**src/rtl/rxseq_pkg.sv**
```systemverilog
package rxseq_pkg;
    typedef enum logic [1:0] {
        ST_OFF = 2'd0,
        ST_OSC = 2'd1,
        ST_PRE = 2'd2,
        ST_RUN = 2'd3
    } seq_state_e;

    localparam logic [1:0] LNA_ONLY_FIRST  = 2'b00;
    localparam logic [1:0] LNA_ONLY_SECOND = 2'b01;
endpackage

```
**src/rtl/rxseq_sync.sv**
```systemverilog
module rxseq_sync #(
    parameter int WIDTH  = 2,
    parameter int STAGES = 2
) (
    input  logic             clk_i,
    input  logic             rst_ni,
    input  logic [WIDTH-1:0] async_i,
    output logic [WIDTH-1:0] sync_o
);
    logic [STAGES-1:0][WIDTH-1:0] pipe_d, pipe_q;

    always_comb begin
        pipe_d[0] = async_i;
        for (int s = 1; s < STAGES; s++) begin
            pipe_d[s] = pipe_q[s-1];
        end
    end

    always_ff @(posedge clk_i or negedge rst_ni) begin
        if (!rst_ni) pipe_q <= '0;
        else         pipe_q <= pipe_d;
    end

    assign sync_o = pipe_q[STAGES-1];
endmodule

```
**src/rtl/rxseq_fsm.sv**
```systemverilog
module rxseq_fsm
    import rxseq_pkg::*;
#(
    parameter int PRECHARGE_CYCLES = 5504
) (
    input  logic       clk_i,
    input  logic       rst_ni,
    input  logic       en_i,
    input  logic       osc_ok_i,
    input  logic       nf_gnd_i,
    output seq_state_e state_o,
    output logic       bypass_o
);
    localparam int CW = (PRECHARGE_CYCLES > 1) ? $clog2(PRECHARGE_CYCLES) : 1;
    localparam logic [CW-1:0] LAST = CW'(PRECHARGE_CYCLES - 1);

    typedef struct packed {
        seq_state_e    state;
        logic [CW-1:0] cnt;
        logic          bypass;
    } seq_regs_t;

    seq_regs_t r_d, r_q;

    always_comb begin
        r_d = r_q;
        if (!en_i) begin
            r_d.state  = ST_OFF;
            r_d.cnt    = '0;
            r_d.bypass = 1'b0;
        end else begin
            unique case (r_q.state)
                ST_OFF: r_d.state = ST_OSC;
                ST_OSC: begin
                    if (osc_ok_i) begin
                        r_d.state  = ST_PRE;
                        r_d.cnt    = '0;
                        r_d.bypass = nf_gnd_i;
                    end
                end
                ST_PRE: begin
                    if (r_q.cnt == LAST) begin
                        r_d.state = ST_RUN;
                        r_d.cnt   = '0;
                    end else begin
                        r_d.cnt = r_q.cnt + 1'b1;
                    end
                end
                default: r_d.state = ST_RUN;
            endcase
        end
    end

    always_ff @(posedge clk_i or negedge rst_ni) begin
        if (!rst_ni) r_q <= '{state: ST_OFF, cnt: '0, bypass: 1'b0};
        else         r_q <= r_d;
    end

    assign state_o  = r_q.state;
    assign bypass_o = r_q.bypass;


    run_entry_chk: assert property (@(posedge clk_i) disable iff (!rst_ni)
        (r_q.state == ST_RUN && $past(r_q.state) != ST_RUN)
        |-> ($past(r_q.state) == ST_PRE && $past(r_q.cnt) == LAST));


    cnt_range_chk: assert property (@(posedge clk_i) disable iff (!rst_ni)
        r_q.cnt <= LAST);


    abort_chk: assert property (@(posedge clk_i) disable iff (!rst_ni)
        !en_i |=> (r_q.state == ST_OFF && r_q.cnt == '0));


    osc_first_chk: assert property (@(posedge clk_i) disable iff (!rst_ni)
        ($past(r_q.state) == ST_OFF && r_q.state != ST_OFF) |-> r_q.state == ST_OSC);
endmodule

```
**src/rtl/rxseq_switch.sv**
```systemverilog
module rxseq_switch
    import rxseq_pkg::*;
(
    input  logic       clk_i,
    input  logic       rst_ni,
    input  logic       core_on_i,
    input  logic       mod_fsk_i,
    input  logic       slc_peak_i,
    input  logic [1:0] lna_sel_i,
    output logic       lna1_en_o,
    output logic       lna2_en_o,
    output logic       fsk_dem_en_o,
    output logic       dfilt_fsk_o,
    output logic       pkdet_en_o,
    output logic       pdp_gnd_o,
    output logic       pdn_gnd_o,
    output logic       pdn_vcc_o
);
    always_comb begin
        lna1_en_o = 1'b0;
        lna2_en_o = 1'b0;
        if (core_on_i) begin
            unique case (lna_sel_i)
                LNA_ONLY_FIRST:  lna1_en_o = 1'b1;
                LNA_ONLY_SECOND: lna2_en_o = 1'b1;
                default: begin
                    lna1_en_o = 1'b1;
                    lna2_en_o = 1'b1;
                end
            endcase
        end
    end

    assign dfilt_fsk_o  = mod_fsk_i;
    assign fsk_dem_en_o = core_on_i & mod_fsk_i;

    always_comb begin
        pkdet_en_o = 1'b0;
        pdp_gnd_o  = 1'b1;
        pdn_gnd_o  = 1'b0;
        pdn_vcc_o  = 1'b0;
        if (!slc_peak_i) begin
            pdn_gnd_o = 1'b1;
        end else if (!core_on_i) begin
            pdn_vcc_o = 1'b1;
        end else begin
            pkdet_en_o = 1'b1;
            pdp_gnd_o  = 1'b0;
        end
    end


    rail_excl_chk: assert property (@(posedge clk_i) disable iff (!rst_ni)
        !(pdn_gnd_o && pdn_vcc_o));


    pkdet_idle_chk: assert property (@(posedge clk_i) disable iff (!rst_ni)
        pkdet_en_o |-> !(pdp_gnd_o || pdn_gnd_o || pdn_vcc_o));


    lna_on_chk: assert property (@(posedge clk_i) disable iff (!rst_ni)
        core_on_i |-> (lna1_en_o || lna2_en_o));
endmodule

```
**src/rtl/rxseq_ctrl.sv**
```systemverilog
module rxseq_ctrl
    import rxseq_pkg::*;
#(
    parameter int PRECHARGE_CYCLES = 5504,
    parameter int SYNC_STAGES      = 2
) (
    input  logic       clk_i,
    input  logic       rst_ni,
    input  logic       rx_en_i,
    input  logic       osc_ok_i,
    input  logic       mod_fsk_i,
    input  logic       slc_peak_i,
    input  logic [1:0] lna_sel_i,
    input  logic       nf_gnd_i,
    output logic       bias_en_o,
    output logic       osc_en_o,
    output logic       core_en_o,
    output logic       lna1_en_o,
    output logic       lna2_en_o,
    output logic       fsk_dem_en_o,
    output logic       dfilt_fsk_o,
    output logic       precharge_o,
    output logic       pkdet_en_o,
    output logic       pdp_gnd_o,
    output logic       pdn_gnd_o,
    output logic       pdn_vcc_o,
    output logic       nf_bypass_o,
    output logic       data_oe_o,
    output logic       dpath_drive_o,
    output logic       done_o
);
    logic [1:0] sync_s;
    seq_state_e state_s;
    logic       core_on_s;

    rxseq_sync #(.WIDTH(2), .STAGES(SYNC_STAGES)) u_sync (
        .clk_i   (clk_i),
        .rst_ni  (rst_ni),
        .async_i ({osc_ok_i, rx_en_i}),
        .sync_o  (sync_s)
    );

    rxseq_fsm #(.PRECHARGE_CYCLES(PRECHARGE_CYCLES)) u_fsm (
        .clk_i    (clk_i),
        .rst_ni   (rst_ni),
        .en_i     (sync_s[0]),
        .osc_ok_i (sync_s[1]),
        .nf_gnd_i (nf_gnd_i),
        .state_o  (state_s),
        .bypass_o (nf_bypass_o)
    );

    assign core_on_s     = (state_s == ST_PRE) || (state_s == ST_RUN);
    assign bias_en_o     = (state_s != ST_OFF);
    assign osc_en_o      = (state_s != ST_OFF);
    assign core_en_o     = core_on_s;
    assign dpath_drive_o = core_on_s;
    assign precharge_o   = (state_s == ST_PRE);
    assign data_oe_o     = (state_s == ST_RUN);
    assign done_o        = (state_s == ST_RUN);

    rxseq_switch u_switch (
        .clk_i        (clk_i),
        .rst_ni       (rst_ni),
        .core_on_i    (core_on_s),
        .mod_fsk_i    (mod_fsk_i),
        .slc_peak_i   (slc_peak_i),
        .lna_sel_i    (lna_sel_i),
        .lna1_en_o    (lna1_en_o),
        .lna2_en_o    (lna2_en_o),
        .fsk_dem_en_o (fsk_dem_en_o),
        .dfilt_fsk_o  (dfilt_fsk_o),
        .pkdet_en_o   (pkdet_en_o),
        .pdp_gnd_o    (pdp_gnd_o),
        .pdn_gnd_o    (pdn_gnd_o),
        .pdn_vcc_o    (pdn_vcc_o)
    );
endmodule

```
**config.mk**
```make
export PLATFORM = sky130hd
export DESIGN_NAME = rxseq_ctrl
export DESIGN_NICKNAME = d
export VERILOG_FILES = /design/src/rtl/rxseq_pkg.sv /design/src/rtl/rxseq_sync.sv /design/src/rtl/rxseq_fsm.sv /design/src/rtl/rxseq_switch.sv /design/src/rtl/rxseq_ctrl.sv
export SDC_FILE = /design/constraint.sdc
export NUM_CORES = 1
export LEC_CHECK = 0
export BUFFER_PORTS_ARGS = -buffer_cell sky130_fd_sc_hd__buf_2
export CAP_MARGIN = 20
export CORE_AREA = 2 2 57 48
export DETAILED_ROUTE_END_ITERATION = 6
export DIE_AREA = 0 0 59 50
export PLACE_DENSITY_LB_ADDON = 0.15
export SLEW_MARGIN = 20
export SYNTH_ARGS = -nofsm -noshare
export SYNTH_HDL_FRONTEND = slang
export SYNTH_HIERARCHICAL = 1
export SYNTH_SLANG_ARGS = --single-unit
```
**constraint.sdc**
```tcl
create_clock -name clk_i -period 2.1 [get_ports clk_i]
set_input_delay 0.315 -clock clk_i [delete_from_list [all_inputs] [get_ports clk_i]]
set_output_delay 0.315 -clock clk_i [all_outputs]
set_load 0.03 [all_outputs]
```
==> PnR_summary.wiki, run 1 <==
{| class="wikitable"
! Metric !! Value
|-
| Status || complete, no violations
|-
| Setup Buffers After CTS || 0
|-
| TritonRoute pass-1 iters || 4
|-
| Relative contribution of combinational cells to total power || roughly 15%
|-
| I/O pin total || 25
|-
| Final worst hold slack || between 100 and 150 ps
|-
| DRC violation count after routing || 0
|-
| Largest delay share family, worst path || simple AND/OR/NAND/NOR gates
|-
| Peak per-stage delay on the critical path || 430 ps
|-
| Number of flops mapped to enable cells by yosys || 0
|-
| Fmax || between 500 and 600 MHz
|-
| Area occupied by registers || about 500 sq um
|-
| Antenna violations before repair || 0
|-
| Clock transition at the register clock pins on the worst setup and hold paths after CTS || 110 ps
|-
| Hold Crit Class || primary input to flip-flop
|-
| Number of clock buffers inserted by TritonCTS || 3
|-
| Starting density of the core || 47.8%
|-
| Wire length of the first global-routing pass || approximately 3900 um
|-
| R2R depth || 5
|-
| Detailed placement HPWL || around 1700 um
|-
| TritonCTS clock tree || built
|-
| Total wirelength of the detailed-routed design || between 2000 and 2500 um
|-
| TritonCTS sink count || 20
|-
| Net switching component of the power || about 220 uW
|-
| Die area || ~0.0030 sq mm
|-
| GR Util All Layers || about 17%
|-
| Sequential cell area fraction in the yosys report || between 40 and 50%
|-
| Synthesized area || between 0.001 and 0.0015 sq mm
|-
| Clock network fraction of design power || a little under two fifths
|-
| R2R Path End || u_fsm/r_q[4]
|-
| Buffering stage count on the worst path with inverters included || 0
|-
| Cell variety after synth || between 40 and 50
|-
| Synth Register Bits || 20
|-
| Net count after synthesis || ~130
|-
| Final hold viol count || 0
|-
| Number of diodes || 0
|-
| Post-route clock skew || between 2 and 2.5 ps
|-
| H-tree levels || 1
|-
| Total setup violations reported at the end of the flow || 0
|-
| Setup repair after global routing missed its margin || false
|-
| Leakage dissipation || between 0.0006 and 0.0007 uW
|-
| Proportion of synthesized flip-flops having asynchronous set or reset || between 90% and 100%
|-
| Number of fill cells || 216
|-
| Root buffer selected by CTS || clkbuf_4
|-
| Setup TNS || 0 ps
|-
| Most frequently used flop master after synthesis || dfrtp_1
|-
| Relative max-transition margin || just over 70%
|-
| Critical setup path kind || flip-flop to flip-flop
|-
| Area of the core || approximately 0.0024 sq mm
|-
| Worst-case vdd ir drop || 0.482 mV
|-
| Row count || 16
|-
| Worst Hold Path Cells || 1
|-
| Sort of element at the end of the critical path || flip-flop
|-
| Internal power contribution || 634 uW
|-
| Clock latency at the later pin of the worst-skew pair || 300 ps
|-
| Largest net degree at the start of global routing || 21
|-
| Average vias per placed instance || approximately 5.6
|-
| Avg WL per Cell || 13.7 um
|-
| Largest buffer count on any clock path || 2
|-
| Crit-path slowest cell || dfrtp_1
|-
| Setup slack of the most critical reg-to-reg path || about 270 ps
|-
| Count of mapped cells out of synthesis || 116
|-
| WP data arrival || about 2000 ps
|-
| Area growth from synthesis to layout || 13.4%
|-
| Detailed-route via count || approximately 900
|-
| Combined area of the multi-input logic cells || ~530 sq um
|-
| Fraction of final layout cells with drive strength greater than 1 || between 30 and 40%
|-
| Input/output buffers || 24
|-
| Iteration-0 DRC Markers || 35
|-
| Critical-path cell list || ha_1, and3_1, nand4_2, and2_0, a22o_1
|-
| Final net count || between 100 and 150
|-
| Hold endpoint || u_sync/pipe_d[3]
|-
| Post-route fraction of the period consumed by the critical path || 87.0%
|-
| Startpoint type of the worst setup path || flip-flop
|-
| Reg-to-reg startpoint || u_fsm/r_q[1]
|-
| Switching power as a share of total power || approximately a quarter
|-
| Maximum fanout count along the critical path || 8
|-
| HP Start || osc_ok_i
|-
| Pwr/cell area || around 660 mW/mm^2
|-
| Sequential share of power || between 40% and 50%
|-
| Vias in the first global route || 805
|-
| YS warnings || 6
|-
| Mean Syn Cell Area || between 9 and 10 sq um
|-
| Final global-route overflow total || 0
|-
| Final weighted congestion of routability-driven global placement || approximately 0.83
|-
| Time the worst path needs with I/O delays and setup || roughly 1800 ps
|-
| Critical path data required time || around 2300 ps
|-
| Post-route antenna net violation count || 0
|-
| Die outline width || between 50 and 60 um
|-
| Total count of max-transition violations in the final report || 0
|-
| Vertical extent of the die || 50 um
|-
| Worst Max-Slew Pin Slew || 441 ps
|-
| Max-cap violation count || 0
|}
## state kept, by name (all words and copies together) (netlist names)
register / flops
u_fsm/bypass_o: 1
u_sync/sync_o: 2
u_fsm/state_o: 2
u_fsm/r_q: 13
u_sync/pipe_d: 2
## worst reg2reg max path, delay by kind of cell, from the launching register on
| kind | cells | cell delay (ps) |
|---|---|---|
| AND/OR/NAND/NOR | 3 | 820 |
| AO/OA/AOI/OAI | 1 | 260 |
| flip-flops | 1 | 430 |
| adder cells (fa/ha/maj) | 1 | 220 |
## per-layer routing
layer  routed length [um]  track usage, %  vias up
li1                     -               -      450
met1                 1070            24.6      432
met2                 1060            25.4       20
met3                   83            4.99        2
met4                   15            4.92        0
met5                    0               0        -
## logic make-up after synthesis
kind of cell | count (synthesis) | synth area share (%)
buf+inv | 18 | 9.09
flops | 20 | 44.3
simple gates | 48 | 26.8
compound gates | 28 | 17.7
fa+ha+maj | 1 | 1.11
mux | 1 | 0.887
## final cells by class
cell class                      instances  share of cell area [%]
Sequential cell                        20                    39.1
Timing Repair Buffer                   27                    11.3
Inverter                                6                    1.76
Multi-Input combinational cell         78                    41.1
Tap cell                               27                    2.64
Clock inverter                          1                    2.35
Clock buffer                            3                    1.76
## what timing repair did
item | 4_1_cts | 5_1_grt
resized for setup | 0 | 0
hold endpoints to repair | 20 | 0
hold buffers | 1 | 0
## cells in the mapped netlist (3+ instances only)
master	instances	area, sq um
a31o_2	4	35.0
inv_1	5	18.8
nor2_1	9	33.8
and3_1	3	18.8
buf_4	7	52.6
nand2_1	7	26.3
o21ai_0	9	45.0
clkbuf_1	3	11.3
nand3_1	5	25.0
dfrtp_1	20	500
nand4_1	3	18.8
a22o_1	5	43.8
## cells in the final DEF (no fill, tap or decap), drive strengths merged, types with 2 or more instances in the layout
cell type	Yosys	final
nand2	7	7
and4	2	2
nand4	4	4
a22o	5	5
a21oi	2	2
clkbuf	3	3
nor2	10	10
dfrtp	20	20
buf	9	26
nand3b	2	2
inv	6	6
and3	4	4
nand2b	2	2
nand3	5	5
and2	5	5
a31oi	2	2
o21ai	9	9
a31o	4	4
## stage by stage
| step | power (uW) | instance area [sq um] | cells | setup WS, ps | utilization (%) |
|---|---|---|---|---|---|
| after global routing | 890 | 1280 | 162 | 64.5 | 54.2 |
| after detailed placement | 544 | 1220 | 157 | 293 | 51.5 |
| after global placement | 542 | 1220 | 157 | 389 | 51.5 |
| final | 850 | 1280 | 162 | 272 | 54.2 |
| after CTS | 865 | 1280 | 162 | 275 | 54.2 |
| after floorplan | 517 | 1130 | 116 | 305 | - |
## how the worst max path moves through the flow
stage,start,endpoint,cells after the start
after CTS,u_fsm/r_q[1],u_fsm/r_q[4],5
after global placement,u_fsm/r_q[1],u_fsm/r_q[4],5
final,u_fsm/r_q[1],u_fsm/r_q[4],5
after detailed placement,u_fsm/r_q[1],u_fsm/r_q[4],5
after floorplan,u_fsm/state_o[1],lna1_en_o,3
after global routing,u_fsm/r_q[1],u_fsm/r_q[4],5
## power by group through the flow
stage / Clock (uW) / Combinational [uW] / Sequential [uW]
2_1_floorplan: 0 / 106 / 411
3_5_place_dp: 0 / 129 / 415
5_1_grt: 340 / 141 / 410
6_report: 314 / 129 / 407
4_1_cts: 327 / 131 / 407
3_3_place_gp: 0 / 129 / 413
No activity file was read; power rests on OpenSTA's default activity.
==> run 2, diff against run 1 <==
CORE_AREA = 2 2 72 60   (was 2 2 57 48)
DIE_AREA = 0 0 74 62   (was 0 0 59 50)
==> PnR_summary.wiki, run 2 (same netlist as run 1, synthesis figures left out) <==
{| class="wikitable"
! Metric !! Value
|-
| Iteration-0 DRC Markers || 27 (-23%)
|-
| Post-route clock skew || 0.601 ps (-1.68 ps)
|-
| Time the worst path needs with I/O delays and setup || 1910 ps (+84.5 ps)
|-
| Setup Buffers After CTS || 0 (unchanged)
|-
| Area occupied by registers || 500 sq um (unchanged)
|-
| Critical path data required time || 2250 ps (-60 ps)
|-
| Violations in the final reports || hold timing
|-
| Timing endpoint of the critical path || u_fsm/r_q[4]
|-
| DRC violation count after routing || 0 (unchanged)
|-
| TritonRoute pass-1 iters || 4 (unchanged)
|-
| Final net count || 145 (-0.68%)
|-
| Setup slack of the most critical reg-to-reg path || 190 ps (-80 ps)
|-
| Total setup violations reported at the end of the flow || 0 (unchanged)
|-
| I/O pin total || 25 (unchanged)
|-
| Total wirelength of the detailed-routed design || 2220 um (-0.40%)
|-
| Number of diodes || 0 (unchanged)
|-
| Status || finished, violations left
|-
| Area of the core || 0.00397 sq mm (+68%)
|-
| Input/output buffers || 24 (unchanged)
|-
| Utilization after layout || 33.0% (-21 points)
|-
| Area growth from synthesis to layout || 16.1%
|-
| Largest buffer count on any clock path || 2 (unchanged)
|-
| R2R depth || 5 (unchanged)
|-
| Hold Crit Class || primary input to async pin
|-
| Detailed placement HPWL || 1620 um (-2.4%)
|-
| Max-cap violation count || 0 (unchanged)
|-
| Fmax || 523 MHz (-4.4%)
|-
| Fraction of final layout cells with drive strength greater than 1 || 32.8% (+0.24 points)
|-
| Beginning of the critical path || u_fsm/r_q[1]
|-
| Worst-case vdd ir drop || 0.454 mV (-5.7%)
|-
| Maximum fanout count along the critical path || 8 (unchanged)
|-
| Cell area after placement || 0.00125 sq mm (+3.1%)
|-
| Starting density of the core || 28.4% (-19 points)
|-
| Avg WL per Cell || 11.6 um (-16%)
|-
| Clock transition at the register clock pins on the worst setup and hold paths after CTS || 70 ps (-40 ps)
|-
| Number of clock buffers inserted by TritonCTS || 3 (unchanged)
|-
| Final hold viol count || 8 (+8)
|-
| TritonCTS sink count || 20 (unchanged)
|-
| Total count of max-transition violations in the final report || 0 (unchanged)
|-
| Post-layout instance area || 0.00131 sq mm (+2.3%)
|-
| Die outline width || 74 um (+25%)
|-
| R2R Path End || u_fsm/r_q[4]
|-
| Detailed-route via count || 881 (-2.5%)
|-
| Root buffer selected by CTS || clkbuf_8
|-
| Final global-route overflow total || 0 (unchanged)
|-
| Vias in the first global route || 786 (-2.4%)
|-
| Reg-to-reg startpoint || u_fsm/r_q[1]
|-
| Relative max-transition margin || 69.9% (-0.72 points)
|-
| Clock latency at the later pin of the worst-skew pair || 250 ps (-50 ps)
|-
| Count of instances resized after the clock tree is built || 0 (unchanged)
|-
| Vertical extent of the die || 62 um (+24%)
|-
| Leading cell types in the layout, fill and taps excluded || buf_2, dfrtp_1, o21ai_0, nor2_1, nand2_1
|-
| Combined area of the multi-input logic cells || 526 sq um (unchanged)
|-
| Hold-fix buffers, CTS || 0 (-1)
|-
| GR Util All Layers || 10.4% (-6.8 points)
|-
| Leakage dissipation || 0.000643 uW (-0.52%)
|-
| Largest net degree at the start of global routing || 21 (unchanged)
|-
| Sort of element at the end of the critical path || flip-flop
|-
| Antenna violations before repair || 0 (unchanged)
|-
| Final worst hold slack || -1.34 ps (-111 ps)
|-
| Critical setup path kind || flip-flop to flip-flop
|-
| Reg with most FFs || u_fsm/r_q
|-
| TritonCTS clock tree || built
|-
| Post-route fraction of the period consumed by the critical path || 91.1% (+4.0 points)
|-
| Number of fill cells || 407 (+88%)
|-
| Most common cell after layout, fill and taps aside || buf_2
|-
| Wire length of the first global-routing pass || 3600 um (-6.8%)
|-
| Startpoint type of the worst setup path || flip-flop
|-
| Setup TNS || 0 ps (unchanged)
|-
| Pwr/cell area || 631 mW/mm^2 (-4.9%)
|-
| Row count || 21 (+5)
|-
| Max reg flops || 13 (unchanged)
|-
| WP data arrival || 2060 ps (+30 ps)
|-
| Setup repair after global routing missed its margin || false
|-
| Average vias per placed instance || 4.61 (-17%)
|-
| Post-route antenna net violation count || 0 (unchanged)
|-
| H-tree levels || 1 (unchanged)
|-
| Total power || 827 uW (-2.7%)
|-
| Die area || 0.00459 sq mm (+56%)
|-
| Worst Max-Slew Pin Slew || 452 ps (+10.8 ps)
|-
| Final weighted congestion of routability-driven global placement || 0.820 (-0.61%)
|}
## run 2: cell count changes in the layout (fill, tap and decap cells not counted), sizes merged
cell and delta:
bufinv -1, clkbuf +1, dlygate4sd3 -1
## run 2: how the worst min path moves through the flow
| stage | cells after the start | slack, ps | end |
|---|---|---|---|
| after global placement | 1 | 300 | u_fsm/r_q[10] |
| after global routing | 1 | 30 | u_fsm/r_q[10] |
| final | 1 | -1 | u_fsm/r_q[10] |
| after detailed placement | 1 | 300 | u_fsm/r_q[10] |
| after floorplan | 0 | 20 | u_fsm/bypass_o |
| after CTS | 1 | 20 | u_fsm/r_q[10] |
## run 2: layer usage
metal	wire length (um)	share of wire, %	track usage, %	up-vias
met5	0	0	0	-
met4	0	0	2.08	0
met3	93	4.2	3.06	0
met2	954	43	16.1	23
met1	1170	53	14.7	412
li1	-	-	-	446
## run 2: area by class of cell
type	count	area share (%)
well taps	57	5.44
clock buffers	4	4.20
inverters	6	1.72
repair buffers	26	10.3
multi-input cells	78	40.1
flip-flops and latches	20	38.2
## run 2: through the flow
stage	std cells	worst slack [ps]	hold WS (ps)
after floorplan	116	305	19.4
after global placement	187	284	299
after detailed placement	187	202	301
after CTS	191	176	19.7
after global routing	191	17.0	33.0
final	191	187	-1.34
## run 2: report_power, final
| part | switching, uW | total [uW] | internal (uW) |
|---|---|---|---|
| Clock | 126 | 293 | 167 |
| Sequential | 12.3 | 406 | 394 |
| Combinational | 82.4 | 128 | 45.8 |
| Total | 221 | 827 | 606 |
## run 2: worst max-delay path, stage by stage (launching register included)
cell and delay [ps]:
dfrtp_1 420, ha_1 220, and3_1 290, nand4_2 230, and2_0 380, a22o_1 270
